==> src/rtl/bseq_pkg.sv <==
package bseq_pkg;
  typedef enum logic [1:0] {ST_IDLE, ST_LAT, ST_DATA, ST_GAP} bst_e;

  typedef struct packed {
    logic [2:0] lat;
    logic       early;
    logic       hold2;
    logic       pol;
  } bcfg_t;

  localparam int CFG_W = 6;
  localparam bcfg_t CFG_RESET = '{lat: 3'd3, early: 1'b1, hold2: 1'b1, pol: 1'b1};
endpackage

==> src/rtl/bseq_cfg.sv <==
module bseq_cfg
  import bseq_pkg::*;
(
  input  logic             clk,
  input  logic             rst_n,
  input  logic             load,
  input  logic [CFG_W-1:0] word,
  output bcfg_t            cfg
);
  bcfg_t cfg_q, cfg_d;

  always_comb begin
    cfg_d = cfg_q;
    if (load) cfg_d = bcfg_t'(word);
  end

  always_ff @(posedge clk or negedge rst_n) begin
    if (!rst_n) cfg_q <= CFG_RESET;
    else        cfg_q <= cfg_d;
  end

  assign cfg = cfg_q;

  AST_CFG_LOAD: assert property (@(posedge clk) disable iff (!rst_n)
    load |=> (cfg_q == bcfg_t'($past(word)))) else $error("cfg load");
endmodule

==> src/rtl/bseq_core.sv <==
module bseq_core
  import bseq_pkg::*;
#(
  parameter int AW      = 8,
  parameter int BOUND_W = 4
) (
  input  logic          clk,
  input  logic          rst_n,
  input  logic          en,
  input  logic          start,
  input  logic [AW-1:0] start_addr,
  input  bcfg_t         cfg,
  output logic          c_act,
  output logic          c_inv,
  output logic [AW-1:0] c_addr
);
  bst_e          st_q, st_d;
  logic [2:0]    cnt_q, cnt_d;
  logic [AW-1:0] addr_q, addr_d;
  logic          ph_q, ph_d;
  logic [2:0]    eff_l, lead;
  logic          beat_end, core_ce, at_top;

  assign eff_l    = (cfg.lat < 3'd2) ? 3'd2 : cfg.lat;
  assign lead     = cfg.hold2 ? (eff_l - 3'd2) : (eff_l - 3'd1);
  assign beat_end = cfg.hold2 ? ph_q : 1'b1;
  assign at_top   = &addr_q[BOUND_W-1:0];
  assign core_ce  = !en || start || (st_q != ST_IDLE);

  always_comb begin
    st_d   = st_q;
    cnt_d  = cnt_q;
    addr_d = addr_q;
    ph_d   = ph_q;
    if (!en) begin
      st_d = ST_IDLE;
      ph_d = 1'b0;
    end else if (start) begin
      addr_d = start_addr;
      ph_d   = 1'b0;
      if (lead == 3'd0) begin
        st_d = ST_DATA;
      end else begin
        st_d  = ST_LAT;
        cnt_d = lead - 3'd1;
      end
    end else begin
      case (st_q)
        ST_LAT: begin
          if (cnt_q == 3'd0) begin
            st_d = ST_DATA;
            ph_d = 1'b0;
          end else begin
            cnt_d = cnt_q - 3'd1;
          end
        end
        ST_DATA: begin
          if (beat_end) begin
            ph_d   = 1'b0;
            addr_d = addr_q + 1'b1;
            if (at_top) st_d = ST_GAP;
          end else begin
            ph_d = 1'b1;
          end
        end
        ST_GAP: begin
          if (beat_end) begin
            st_d = ST_DATA;
            ph_d = 1'b0;
          end else begin
            ph_d = 1'b1;
          end
        end
        default: st_d = ST_IDLE;
      endcase
    end
  end

  always_ff @(posedge clk or negedge rst_n) begin
    if (!rst_n) begin
      st_q   <= ST_IDLE;
      cnt_q  <= '0;
      addr_q <= '0;
      ph_q   <= 1'b0;
    end else if (core_ce) begin
      st_q   <= st_d;
      cnt_q  <= cnt_d;
      addr_q <= addr_d;
      ph_q   <= ph_d;
    end
  end

  assign c_act  = (st_q != ST_IDLE);
  assign c_inv  = (st_q == ST_LAT) || (st_q == ST_GAP);
  assign c_addr = addr_q;

  AST_ADDR_STEP: assert property (@(posedge clk) disable iff (!rst_n)
    (st_q == ST_DATA && beat_end && en && !start) |=> (addr_q == $past(addr_q) + 1'b1))
    else $error("address step");
  AST_GAP_AT_TOP: assert property (@(posedge clk) disable iff (!rst_n)
    (st_q == ST_DATA && beat_end && at_top && en && !start) |=> (st_q == ST_GAP))
    else $error("gap missing");
  AST_GAP_ONE_BEAT: assert property (@(posedge clk) disable iff (!rst_n)
    (st_q == ST_GAP && beat_end && en && !start) |=> (st_q == ST_DATA))
    else $error("gap too long");
  AST_CE_STOP: assert property (@(posedge clk) disable iff (!rst_n)
    !en |=> (st_q == ST_IDLE)) else $error("ce stop");
endmodule

==> src/rtl/bseq_out.sv <==
module bseq_out
  import bseq_pkg::*;
#(
  parameter int AW    = 8,
  parameter int DEPTH = 2
) (
  input  logic            clk,
  input  logic            rst_n,
  input  logic            en,
  input  logic            start,
  input  logic            c_act,
  input  logic            c_inv,
  input  logic [AW-1:0]   c_addr,
  input  bcfg_t           cfg,
  output logic [2*AW-1:0] dout,
  output logic            wait_pin
);
  typedef struct packed {
    logic          act;
    logic          inv;
    logic [AW-1:0] addr;
  } stg_t;

  stg_t stg_q [DEPTH];
  stg_t stg_d [DEPTH];
  stg_t sel;
  logic asserted;

  always_comb begin
    for (int i = 0; i < DEPTH; i++) begin
      if (!en)        stg_d[i] = '0;
      else if (start) stg_d[i] = '{act: 1'b1, inv: 1'b1, addr: '0};
      else if (i == 0) stg_d[i] = '{act: c_act, inv: c_inv, addr: c_addr};
      else            stg_d[i] = stg_q[i-1];
    end
  end

  for (genvar g = 0; g < DEPTH; g++) begin : g_stage
    always_ff @(posedge clk or negedge rst_n) begin
      if (!rst_n) stg_q[g] <= '0;
      else        stg_q[g] <= stg_d[g];
    end
  end

  assign sel      = cfg.hold2 ? stg_q[1] : stg_q[0];
  assign asserted = cfg.early ? (c_act & c_inv) : (sel.act & sel.inv);
  assign wait_pin = cfg.pol ? asserted : ~asserted;
  assign dout     = (sel.act && !sel.inv) ? {sel.addr, ~sel.addr} : '0;

  AST_STRB_NO_DATA: assert property (@(posedge clk) disable iff (!rst_n)
    (en && start) |=> (dout == '0)) else $error("data after strobe");
  AST_CE_QUIET: assert property (@(posedge clk) disable iff (!rst_n)
    (!en && !cfg_chg) |=> (dout == '0 && wait_pin == ~cfg.pol)) else $error("ce quiet");
  logic cfg_chg;
  assign cfg_chg = 1'b0;
endmodule

==> src/rtl/burst_read_seq.sv <==
module burst_read_seq
  import bseq_pkg::*;
#(
  parameter int AW = 8,
  localparam int DW = 2 * AW
) (
  input  logic             clk,
  input  logic             rst_n,
  input  logic             chip_en,
  input  logic             start,
  input  logic [AW-1:0]    start_addr,
  input  logic             cfg_load,
  input  logic [CFG_W-1:0] cfg_word,
  output logic [DW-1:0]    dout,
  output logic             wait_pin
);
  bcfg_t         cfg;
  logic          c_act, c_inv;
  logic [AW-1:0] c_addr;
  logic          strobe;

  assign strobe = start & chip_en;

  bseq_cfg u_cfg (
    .clk(clk), .rst_n(rst_n), .load(cfg_load), .word(cfg_word), .cfg(cfg)
  );

  bseq_core #(.AW(AW), .BOUND_W(4)) u_core (
    .clk(clk), .rst_n(rst_n), .en(chip_en), .start(strobe), .start_addr(start_addr),
    .cfg(cfg), .c_act(c_act), .c_inv(c_inv), .c_addr(c_addr)
  );

  bseq_out #(.AW(AW), .DEPTH(2)) u_out (
    .clk(clk), .rst_n(rst_n), .en(chip_en), .start(strobe), .c_act(c_act),
    .c_inv(c_inv), .c_addr(c_addr), .cfg(cfg), .dout(dout), .wait_pin(wait_pin)
  );

  AST_RST_IDLE: assert property (@(posedge clk) disable iff (!rst_n)
    (!chip_en && !cfg_load) |=> (wait_pin == ~cfg.pol)) else $error("inactive level");
endmodule

==> config.mk <==
export PLATFORM = sky130hd
export DESIGN_NAME = burst_read_seq
export DESIGN_NICKNAME = d
export VERILOG_FILES = /design/src/rtl/bseq_pkg.sv /design/src/rtl/bseq_cfg.sv /design/src/rtl/bseq_core.sv /design/src/rtl/bseq_out.sv /design/src/rtl/burst_read_seq.sv
export SDC_FILE = /design/constraint.sdc
export NUM_CORES = 1
export LEC_CHECK = 0
export ABC_AREA = 0
export BUFFER_PORTS_ARGS = -buffer_cell sky130_fd_sc_hd__clkbuf_2
export CAP_MARGIN = 10
export CORE_MARGIN = 1.5
export CORE_UTILIZATION = 35
export CTS_BUF_LIST = sky130_fd_sc_hd__clkbuf_4 sky130_fd_sc_hd__clkbuf_8
export DETAILED_ROUTE_END_ITERATION = 10
export PLACE_DENSITY = 0.58
export SYNTH_ARGS = -nofsm -noshare
export SYNTH_HDL_FRONTEND = slang
export SYNTH_HIERARCHICAL = 1
export SYNTH_SLANG_ARGS = --single-unit
==> constraint.sdc <==
create_clock -name clk -period 6.45 [get_ports clk]
set_input_delay 0.9675 -clock clk [delete_from_list [all_inputs] [get_ports clk]]
set_output_delay 0.9675 -clock clk [all_outputs]
set_load 0.05 [all_outputs]
==> flow_summary.ini <==
[global_route]
antenna_found_initial = 0
grt_max_degree = 41
grt_pass1_vias = 1551
grt_pass1_wl_um = 7093
grt_use_total = 0.1437
grt_overflow = 0

[logic_synthesis]
ys.warnings.count = 6
syn-num-nets = 233
synth.largest_area_cell = dfrtp_1
synth_area_um2 = 2142
synth_seq_cells = 40
synth.top_cells.by_area = dfrtp_1 (41%), dfstp_2 (6.1%), and2_1 (5.5%)
synth.most_common_cell = dfrtp_1
ys_types = 43
netlist.area_leader.share = 0.4089
ys_async_sr_fraction = 1.000
synth_edf_count = 0
seq_area_frac_synth = 0.4702
synth_cells = 211
synth_ff_type = dfrtp_1
yosys-top-cells-count = dfrtp_1 (35), and2_1 (19), nand2_1 (17), nor2_1 (17)
avgSynthCellArea_um2 = 10.15

[clock_network]
clk_latency_ns = 0.29
cts_tree = built
path_clk_slew_ns = 0.08
clock_sinks = 40
ctsHoldBuffers = 0
cts_resized = 0
cts.root.buffer_cell = clkbuf_8
numCtsBuffers = 5
cts_buffer_depth = 2
htree_levels = 2
post_cts_buffers = 0

[detailed_routing]
vias_per_cell = 4.978
num_vias = 1593
wl_per_cell_um = 12.69
dr.pass1.iters = 4
drtIter0Drc = 97
drt_wl_total_um = 4060
drtAntennaViolNets = 0
drc = 0

[sta]
fin_setup_tns_ns = 0
fin_ws_ns = 3.223
period_share = 0.5003
max_clock_freq_mhz = 309.9
worstMarginPinSlew_ns = 0.9530
rsz0062_at_grt = no
slew_headroom = 0.3646
setup_viol = 0
post-route-min-period_ns = 3.227
finalHoldViolations = 0
drv_slew = 0
fin_skew_ns = 0.005655

[worst_setup_path]
critPathMaxFanout = 22
rr_worst_depth = 7
worstPathArrival_ns = 3.42
critical_path_class = input port to flip-flop
end_kind = flip-flop
cp_data_required_time_ns = 6.64
cp-start-kind = input port

[floorplan]
dieArea_um2 = 6598
ioPinCount = 36
start_util = 0.3618
fp-row-count = 28
die_h_um = 81.23
dieWidth_um = 81.23
fp.coreArea_um2 = 5921

[hold_path]
min_path_type = flip-flop to flip-flop
hold_depth = 1

[pwr]
p_leak_nw = 1.174
peakVddDrop_v = 0.0001314
power_density_nw_per_um2 = 291.0

[finish]
drive_above_1_share = 0.2490
multi_input_area_um2 = 1069
insertedDiodeCount = 0
syn2layout_area_growth_pct = 16.53
seq_area_um2 = 1007
fin_nets = 266
fillers = 593
fin_util = 0.4216
finalNonFillerCells = 320

[placement]
gp_congestion = 0.8166
pre_cts_slack_ns = 2.919
port-buffer-count = 35
dp_cells = 312
hpwlAfterDp_um = 2914

[status]
status = complete, no violations

[flow_run]
maxCapViolations = 0
-- where the power goes --
group,switching [W],leakage (nW),internal (W)
logic,0.0000985,0.603,0.0000690
clock network,0.0000863,0.0688,0.000159
registers,0.0000315,0.502,0.000282
-- cell usage in the layout (no fill, tap or decap), drive strengths merged --
cell / n
nor2b: 11
nor4bb: 1
mux2i: 11
and4b: 1
bufinv: 2
nor3: 5
or3b: 1
o22ai: 3
xor2: 2
and2: 20
mux2: 7
dfstp: 5
a22oi: 2
nand3: 7
a2111oi: 1
a211o: 3
nor2: 17
ha: 3
a41o: 1
a21oi: 11
nand2: 17
and2b: 1
nor3b: 1
and4bb: 1
a311oi: 1
o32a: 1
dfrtp: 35
o21ai: 10
or2: 3
a221o: 2
clkbuf: 41
nand4: 3
a31oi: 1
o21a: 4
and3: 1
a21boi: 2
nand2b: 3
inv: 4
-- flip-flops by register name (all words and copies together), names as in the netlist --
register / cells
u_core/ph_q: 1
u_cfg/cfg: 6
u_out/stg_q: 20
u_core/st_q: 2
u_core/c_addr: 8
u_core/cnt_q: 3
-- per-stage QoR --
stage          power [W]  hold WS [ns]  instance area, µm²
2_1_floorplan  0.0004462        0.4528                2142
3_3_place_gp   0.0004851        0.4666                2360
3_5_place_dp   0.0004881        0.4729                2360
4_1_cts        0.0007352        0.4915                2496
5_1_grt        0.0007744        0.5140                2496
6_report       0.0007264        0.4832                2496
-- layout make-up --
class                   instances  area share
multi-input cells             158      0.4281
flip-flops and latches         40      0.4035
repair buffers                 35     0.07018
well taps                      75     0.03759
clock buffers                   6     0.03058
clock inverters                 2     0.02406
inverters                       4    0.006015
-- final timing paths --
path	startpoint	end	slack (ns)
max in group asynchronous	rst_n	u_out/stg_q[19]$_DFF_PN0_	5.04
worst max register to register	u_cfg/cfg[4]$_DFFE_PN1P_	u_core/cnt_q[2]$_DFFE_PN0P_	3.99
worst max-delay path	chip_en	u_core/cnt_q[2]$_DFFE_PN0P_	3.22
worst min-delay path	u_out/stg_q[17]$_DFF_PN0_	u_out/stg_q[7]$_DFF_PN0_	0.48
min in group asynchronous	rst_n	u_core/cnt_q[0]$_DFFE_PN0P_	0.81
worst min register to register	u_out/stg_q[17]$_DFF_PN0_	u_out/stg_q[7]$_DFF_PN0_	0.48
-- worst max-delay path, cell delays in order --
cell and delay (ns):
clkbuf_2 0.27, and2_1 0.76, inv_1 0.27, a211o_1 0.28, o21ai_0 0.07, ha_1 0.23
or2_2 0.12, a21oi_1 0.08, a2111oi_4 0.35
-- cell families (layout without fill, tap and decap cells) --
| group | count (synthesis) | after routing | synth area share |
|---|---|---|---|
| adders and majority gates | 3 | 3 | 0.01753 |
| muxes | 18 | 18 | 0.09872 |
| and+or+nand+nor | 93 | 93 | 0.2348 |
| AOI/OAI and AO/OA | 42 | 42 | 0.1396 |
| DFF | 40 | 40 | 0.4702 |
| buffers and inverters | 13 | 47 | 0.03095 |
| xor gates and xnor gates | 2 | 2 | 0.008179 |
-- per-layer routing --
| metal | vias to the layer above | global-route usage | part of all wire |
|---|---|---|---|
| met5 | - | 0 | 0 |
| met3 | 9 | 0.03596 | 0.040 |
| met2 | 41 | 0.2300 | 0.48 |
| met1 | 739 | 0.1801 | 0.46 |
| met4 | 0 | 0.07069 | 0.022 |
| li1 | 804 | - | - |
(Power assumes the default switching activity.)
